**config.mk**
```make
export PLATFORM = sky130hd
export DESIGN_NAME = serial_mult_seq
export DESIGN_NICKNAME = d
export VERILOG_FILES = /design/src/rtl/serial_seq_pkg.sv /design/src/rtl/loop_counter.sv /design/src/rtl/seq_fsm.sv /design/src/rtl/strobe_decode.sv /design/src/rtl/serial_mult_seq.sv
export SDC_FILE = /design/constraint.sdc
export NUM_CORES = 1
export LEC_CHECK = 0
export ABC_AREA = 1
export BUFFER_PORTS_ARGS = -buffer_cell sky130_fd_sc_hd__buf_4
export CORE_AREA = 2 2 39 41
export DETAILED_ROUTE_END_ITERATION = 12
export DIE_AREA = 0 0 41 43
export PLACE_DENSITY_LB_ADDON = 0.25
export RECOVER_POWER = 50
export SLEW_MARGIN = 20
export SYNTH_ARGS = -nofsm -noshare
export SYNTH_HDL_FRONTEND = slang
export SYNTH_SLANG_ARGS = --single-unit
```
**constraint.sdc**
```tcl
create_clock -name clk -period 1.2 [get_ports clk]
set_clock_uncertainty 0.05 [all_clocks]
set_input_delay 0.06 -clock clk [delete_from_list [all_inputs] [get_ports clk]]
set_output_delay 0.06 -clock clk [all_outputs]
set_load 0.02 [all_outputs]
```
**src/rtl/serial_seq_pkg.sv**
```systemverilog
package serial_seq_pkg;
  localparam int ST_IDLE  = 0;
  localparam int ST_INNER = 1;
  localparam int ST_STEP  = 2;
  localparam int ST_COUNT = 3;

  typedef logic [ST_COUNT-1:0] seq_state_t;
endpackage

```
**src/rtl/loop_counter.sv**
```systemverilog
module loop_counter #(
  parameter int N = 8
) (
  input  logic clk,
  input  logic rst,
  input  logic clr,
  input  logic ce,
  output logic tc
);
  localparam int CW = (N > 1) ? $clog2(N) : 1;
  localparam logic [CW-1:0] LAST = CW'(N - 1);

  logic [CW-1:0] cnt;

  always_ff @(posedge clk) begin
    if (rst || clr)
      cnt <= '0;
    else if (ce)
      cnt <= (cnt == LAST) ? '0 : cnt + 1'b1;
  end

  assign tc = (cnt == LAST);

  AST_CNT_CLEARED: assert property (@(posedge clk) disable iff (rst)
    clr |=> (cnt == '0));
  AST_CNT_WRAP: assert property (@(posedge clk) disable iff (rst)
    (ce && !clr && tc) |=> (cnt == '0));
  AST_CNT_HOLD: assert property (@(posedge clk) disable iff (rst)
    (!ce && !clr) |=> $stable(cnt));
endmodule

```
**src/rtl/seq_fsm.sv**
```systemverilog
module seq_fsm
  import serial_seq_pkg::*;
(
  input  logic       clk,
  input  logic       rst,
  input  logic       start,
  input  logic       tc_inner,
  input  logic       tc_outer,
  output seq_state_t q,
  output logic       done
);
  seq_state_t nq;

  always_comb begin
    nq = '0;
    if (q[ST_IDLE]) begin
      if (start) nq[ST_INNER] = 1'b1;
      else       nq[ST_IDLE]  = 1'b1;
    end else if (q[ST_INNER]) begin
      if (tc_inner) nq[ST_STEP]  = 1'b1;
      else          nq[ST_INNER] = 1'b1;
    end else if (q[ST_STEP]) begin
      if (tc_outer) nq[ST_IDLE]  = 1'b1;
      else          nq[ST_INNER] = 1'b1;
    end else begin
      nq[ST_IDLE] = 1'b1;
    end
  end

  always_ff @(posedge clk) begin
    if (rst) begin
      q    <= seq_state_t'(1 << ST_IDLE);
      done <= 1'b0;
    end else begin
      q    <= nq;
      done <= q[ST_STEP] & tc_outer;
    end
  end

  AST_ONE_STATE: assert property (@(posedge clk) disable iff (rst)
    $countones(q) == 1);
  AST_START_GO: assert property (@(posedge clk) disable iff (rst)
    (q[ST_IDLE] && start) |=> q[ST_INNER]);
  AST_INNER_STAY: assert property (@(posedge clk) disable iff (rst)
    (q[ST_INNER] && !tc_inner) |=> q[ST_INNER]);
  AST_STEP_SINGLE: assert property (@(posedge clk) disable iff (rst)
    q[ST_STEP] |=> !q[ST_STEP]);
  AST_FINISH: assert property (@(posedge clk) disable iff (rst)
    (q[ST_STEP] && tc_outer) |=> (q[ST_IDLE] && done));
endmodule

```
**src/rtl/strobe_decode.sv**
```systemverilog
module strobe_decode
  import serial_seq_pkg::*;
(
  input  seq_state_t q,
  output logic       ce_inner,
  output logic       clr_inner,
  output logic       ce_outer,
  output logic       clr_outer,
  output logic       shift_a,
  output logic       shift_b,
  output logic       shift_hi,
  output logic       shift_lo,
  output logic       sel_sum,
  output logic       step_clr
);
  always_comb begin
    ce_inner  = q[ST_INNER];
    clr_inner = q[ST_STEP];
    ce_outer  = q[ST_STEP];
    clr_outer = q[ST_IDLE];
    shift_a   = q[ST_INNER];
    sel_sum   = q[ST_INNER];
    shift_b   = q[ST_STEP];
    shift_lo  = q[ST_STEP];
    step_clr  = q[ST_STEP];
    shift_hi  = q[ST_INNER] | q[ST_STEP];
  end
endmodule

```
**src/rtl/serial_mult_seq.sv**
```systemverilog
module serial_mult_seq
  import serial_seq_pkg::*;
#(
  parameter int N = 8
) (
  input  logic clk,
  input  logic rst,
  input  logic start,
  output logic shift_a,
  output logic shift_b,
  output logic shift_hi,
  output logic shift_lo,
  output logic sel_sum,
  output logic step_clr,
  output logic done
);
  seq_state_t q;
  logic ce_inner, clr_inner, ce_outer, clr_outer;
  logic tc_inner, tc_outer;

  seq_fsm u_fsm (
    .clk      (clk),
    .rst      (rst),
    .start    (start),
    .tc_inner (tc_inner),
    .tc_outer (tc_outer),
    .q        (q),
    .done     (done)
  );

  loop_counter #(.N(N)) u_inner (
    .clk (clk),
    .rst (rst),
    .clr (clr_inner),
    .ce  (ce_inner),
    .tc  (tc_inner)
  );

  loop_counter #(.N(N)) u_outer (
    .clk (clk),
    .rst (rst),
    .clr (clr_outer),
    .ce  (ce_outer),
    .tc  (tc_outer)
  );

  strobe_decode u_dec (
    .q         (q),
    .ce_inner  (ce_inner),
    .clr_inner (clr_inner),
    .ce_outer  (ce_outer),
    .clr_outer (clr_outer),
    .shift_a   (shift_a),
    .shift_b   (shift_b),
    .shift_hi  (shift_hi),
    .shift_lo  (shift_lo),
    .sel_sum   (sel_sum),
    .step_clr  (step_clr)
  );

  AST_DONE_PULSE: assert property (@(posedge clk) disable iff (rst)
    done |=> !done);
  AST_DONE_QUIET: assert property (@(posedge clk) disable iff (rst)
    done |-> !(shift_a || shift_b || shift_hi || shift_lo || sel_sum || step_clr));
  AST_DONE_AFTER_STEP: assert property (@(posedge clk) disable iff (rst)
    done |-> $past(step_clr));
endmodule

```
==> results.txt <==
----------------------------------------------------
[Timing]
  Actual transition at the worst max-transition pin ... 0.2469 ns
  Setup repair after global routing missed its margin ... true
  Total negative setup slack ... 0 ns
  Time the final worst path needs with I/O delays and setup ... 1.125 ns
  Rel. slew slack ... 0.8361
  Timing-limited maximum frequency ... roughly 0.9 GHz
  Final Hold Violating Endpoints ... 0
  Ratio of final minimum period to clock period ... 0.9377
  Final count of pins violating max slew ... 0
  Worst-case hold slack ... between 0.08 and 0.09 ns
  Number of setup violations in the final report ... 0
  Worst setup slack after layout ... 0.07471 ns

[Hold path]
  Hold Crit Start ... start
  Number of instances on the worst hold path ... 4
  Class of the most critical hold timing path ... in2reg
  Worst hold endpoint ... u_fsm.q[0]$_SDFF_PP1_

[Clock tree]
  Level count of the clock H-tree ... 1
  Clock insertion delay at the later pin of the skew report ... 0.27 ns
  Clock tree from TritonCTS ... built
  Number of buffers between clock root and the deepest sink ... 2
  Register clock-pin slew on the reported worst setup and hold paths ... 0.07 ns
  Clock sinks ... 10
  Total clock buffers created by CTS ... 3
  Root buffer selected by CTS ... sky130_fd_sc_hd__clkbuf_4

[Pwr]
  Leak pwr ... between 0.2 and 0.3 nW
  Total power divided by cell area ... 1246 mW/mm^2
  PnR Total Power ... roughly 0.73 mW
  Sequential power share ... 0.488
  P_sw ... 0.1741 mW
  Cell-internal power ... 0.5585 mW
  Sw Share ... 0.2376
  Comb pwr share ... 0.088
  Clk network pwr share ... 0.425
  Peak supply drop ... between 500 and 600 uV

[Setup path]
  Setup crit start kind ... flip-flop
  Slowest-stage cell, CP ... sky130_fd_sc_hd__dfxtp_2
  Data arrival, critical path ... 1.02 ns
  Top cell family by delay on the critical path ... flip-flops
  Worst setup path start ... u_fsm.q[2]$_SDFF_PP0_
  Cell count along the critical path ... 3
  Number of cells traversed by the worst register-to-register path ... 7
  Maximum single-stage delay on the critical path ... 0.41 ns
  Endpoint of the worst-slack reg-to-reg timing path ... u_fsm.q[1]$_SDFF_PP0_
  Worst Path Max Fanout ... 8
  Number of buffers and inverters on the critical path ... 2
  Required time at the endpoint of the critical path ... 1.09 ns
  CP cell instances ... inv_1 > nand2_1 > buf_4
  Worst Setup End Kind ... primary output
  Kind of critical path ... reg2out
  Worst R2R Setup Slack ... approximately 0.09 ns
  Crit Reg-Reg Startpoint ... u_outer.cnt[1]$_SDFFE_PP0P_

[Placed design]
  Worst setup timing slack at the placement stage ... 0.02137 ns
  Number of buffers inserted by port buffering ... 9
  Estimated wirelength of the detail-placed design ... just under 600 um
  Gpl congestion ... 0.7306
  DP Cell Count ... 76

[Route]
  Number of nets still failing antenna checks after routing ... 0
  Number of search-and-repair iterations in the first detailed-routing pass ... 2
  DR DRC count ... 0
  Detail-routed via count per cell ... 4.654
  Via count ... 377
  Number of design-rule violations left by the first detailed-router iteration ... 3
  Final Routed Wirelength ... 852 um
  Detailed-route wire length per cell ... 10.52 um

[Floorplanning]
  I/O pin count ... 10
  Width of the die ... 41 um
  Standard cell core area ... between 0.001 and 0.0015 mm^2
  Initial core utilization ... 0.3192
  Die height ... ~43 um
  Core Rows ... 14
  Die Area ... 0.001763 mm^2

[Logic synthesis]
  Synth warnings ... 0
  Seq/Total Area, Yosys ... 0.4533
  Cell area after technology mapping ... 441.7 um^2
  Mean Syn Cell Area ... 8.179 um^2
  Net count after synthesis ... 61
  Distinct cell type count after synthesis ... 15
  Total of flip-flops plus latches after synthesis ... 10
  Gate count after technology mapping ... 54

[Layout]
  Final Instance Count excl. Fillers ... 81
  Most used cells in the layout excluding fill and tap cells ... 9 x sky130_fd_sc_hd__nor2_1, 8 x sky130_fd_sc_hd__buf_4, 6 x sky130_fd_sc_hd__nand2_1, 6 x sky130_fd_sc_hd__dfxtp_1
  Antenna cells ... 0
  Layout cells sized above 1 ... 0.3846
  Leading cell type in the layout, fill and taps excluded ... sky130_fd_sc_hd__nor2_1
  Final nets ... 73
  Area growth from synthesis to layout ... 33.14%

[Global routing]
  Global-route wire length before repair ... 1.428 mm
  Number of global-route vias before repair ... around 350
  Largest net degree at the start of global routing ... 9
  Grt total ovfl ... 0
  Total routing usage reported by global routing ... 0.1263
  Initial antenna violation count ... 0

[Job]
  Max-cap viol count ... 0

[Status]
  Run status ... finished clean

----------------------------------------------------
## cell type report
cell class | count | area, um^2
tap | 16 | 20.02
inverter | 6 | 22.52
fill | 135 | 795.8
clock buffer | 4 | 36.28
timing repair buffer | 10 | 73.82
multi-input combinational | 35 | 230.2
sequential | 10 | 205.2
## cell families after synthesis
kind of cell / after synthesis / share of synthesized area
and+or+nand+nor: 22 / 0.2181
DFF: 10 / 0.4533
adders and majority gates: 4 / 0.1133
buffers and inverters: 9 / 0.1020
AOI/OAI and AO/OA: 9 / 0.1133
## flip-flops by register name, summed over array words and instances (netlist names)
register	cells
u_fsm.done	1
u_fsm.q	3
u_inner.cnt	3
u_outer.cnt	3
## worst register-to-register path: cells and delay by family (launching register included)
kind	cells	cell delay [ns]
flip-flops	1	0.33
buffers and inverters	1	0.05
adder cells (fa/ha/maj)	2	0.32
AO/OA/AOI/OAI	1	0.12
AND/OR/NAND/NOR	3	0.18
## metrics by stage
step | area, um^2 | utilization
2_1_floorplan | 441.7 | -
5_1_grt | 588.1 | 0.4250
6_report | 588.1 | 0.4250
3_3_place_gp | 506.7 | 0.3662
3_5_place_dp | 506.7 | 0.3662
4_1_cts | 554.3 | 0.4005
## worst max-delay path by stage
stage          slack, ns                     endpoint
6_report            0.07                     shift_hi
5_1_grt           -0.009  u_inner.cnt[1]$_SDFFE_PP0P_
4_1_cts            0.006        u_fsm.q[1]$_SDFF_PP0_
3_5_place_dp        0.02        u_fsm.q[1]$_SDFF_PP0_
3_3_place_gp        0.04        u_fsm.q[1]$_SDFF_PP0_
2_1_floorplan       0.11        u_fsm.q[1]$_SDFF_PP0_
## synth_stat cells, drive strengths merged
cell type / number / share of area
a21boi: 1 / 0.017
nor3: 2 / 0.023
nand2: 9 / 0.082
o21ai: 4 / 0.045
ha: 4 / 0.11
a21oi: 3 / 0.034
o21bai: 1 / 0.017
buf: 3 / 0.051
inv: 6 / 0.051
nand3: 1 / 0.011
dfxtp: 10 / 0.45
nor2: 10 / 0.10
## metal layers
| layer | vias to the layer above | track usage | routed length, um |
|---|---|---|---|
| met5 | - | 0 | 0 |
| met4 | 0 | 0.1200 | 42 |
| met3 | 5 | 0.04712 | 44 |
| met2 | 13 | 0.1500 | 348 |
| met1 | 163 | 0.1639 | 416 |
| li1 | 196 | - | - |
## power groups by stage
| stage | combinational (mW) | clock [mW] | sequential (mW) |
|---|---|---|---|
| 4_1_cts | 0.0626 | 0.317 | 0.356 |
| 3_5_place_dp | 0.0597 | 0 | 0.364 |
| 6_report | 0.0643 | 0.311 | 0.357 |
| 2_1_floorplan | 0.0364 | 0 | 0.364 |
| 3_3_place_gp | 0.0590 | 0 | 0.363 |
| 5_1_grt | 0.0727 | 0.342 | 0.359 |
## timing repair
| action | CTS | global route |
|---|---|---|
| setup endpoints to repair | 2 | 4 |
| pin swaps | 0 | 2 |
| endpoints found under the hold margin | 2 | 0 |
| hold buffers | 1 | 0 |
| setup buffers | 0 | 0 |
| resized for setup | 1 | 12 |
Power figures use the tool's default switching activity.
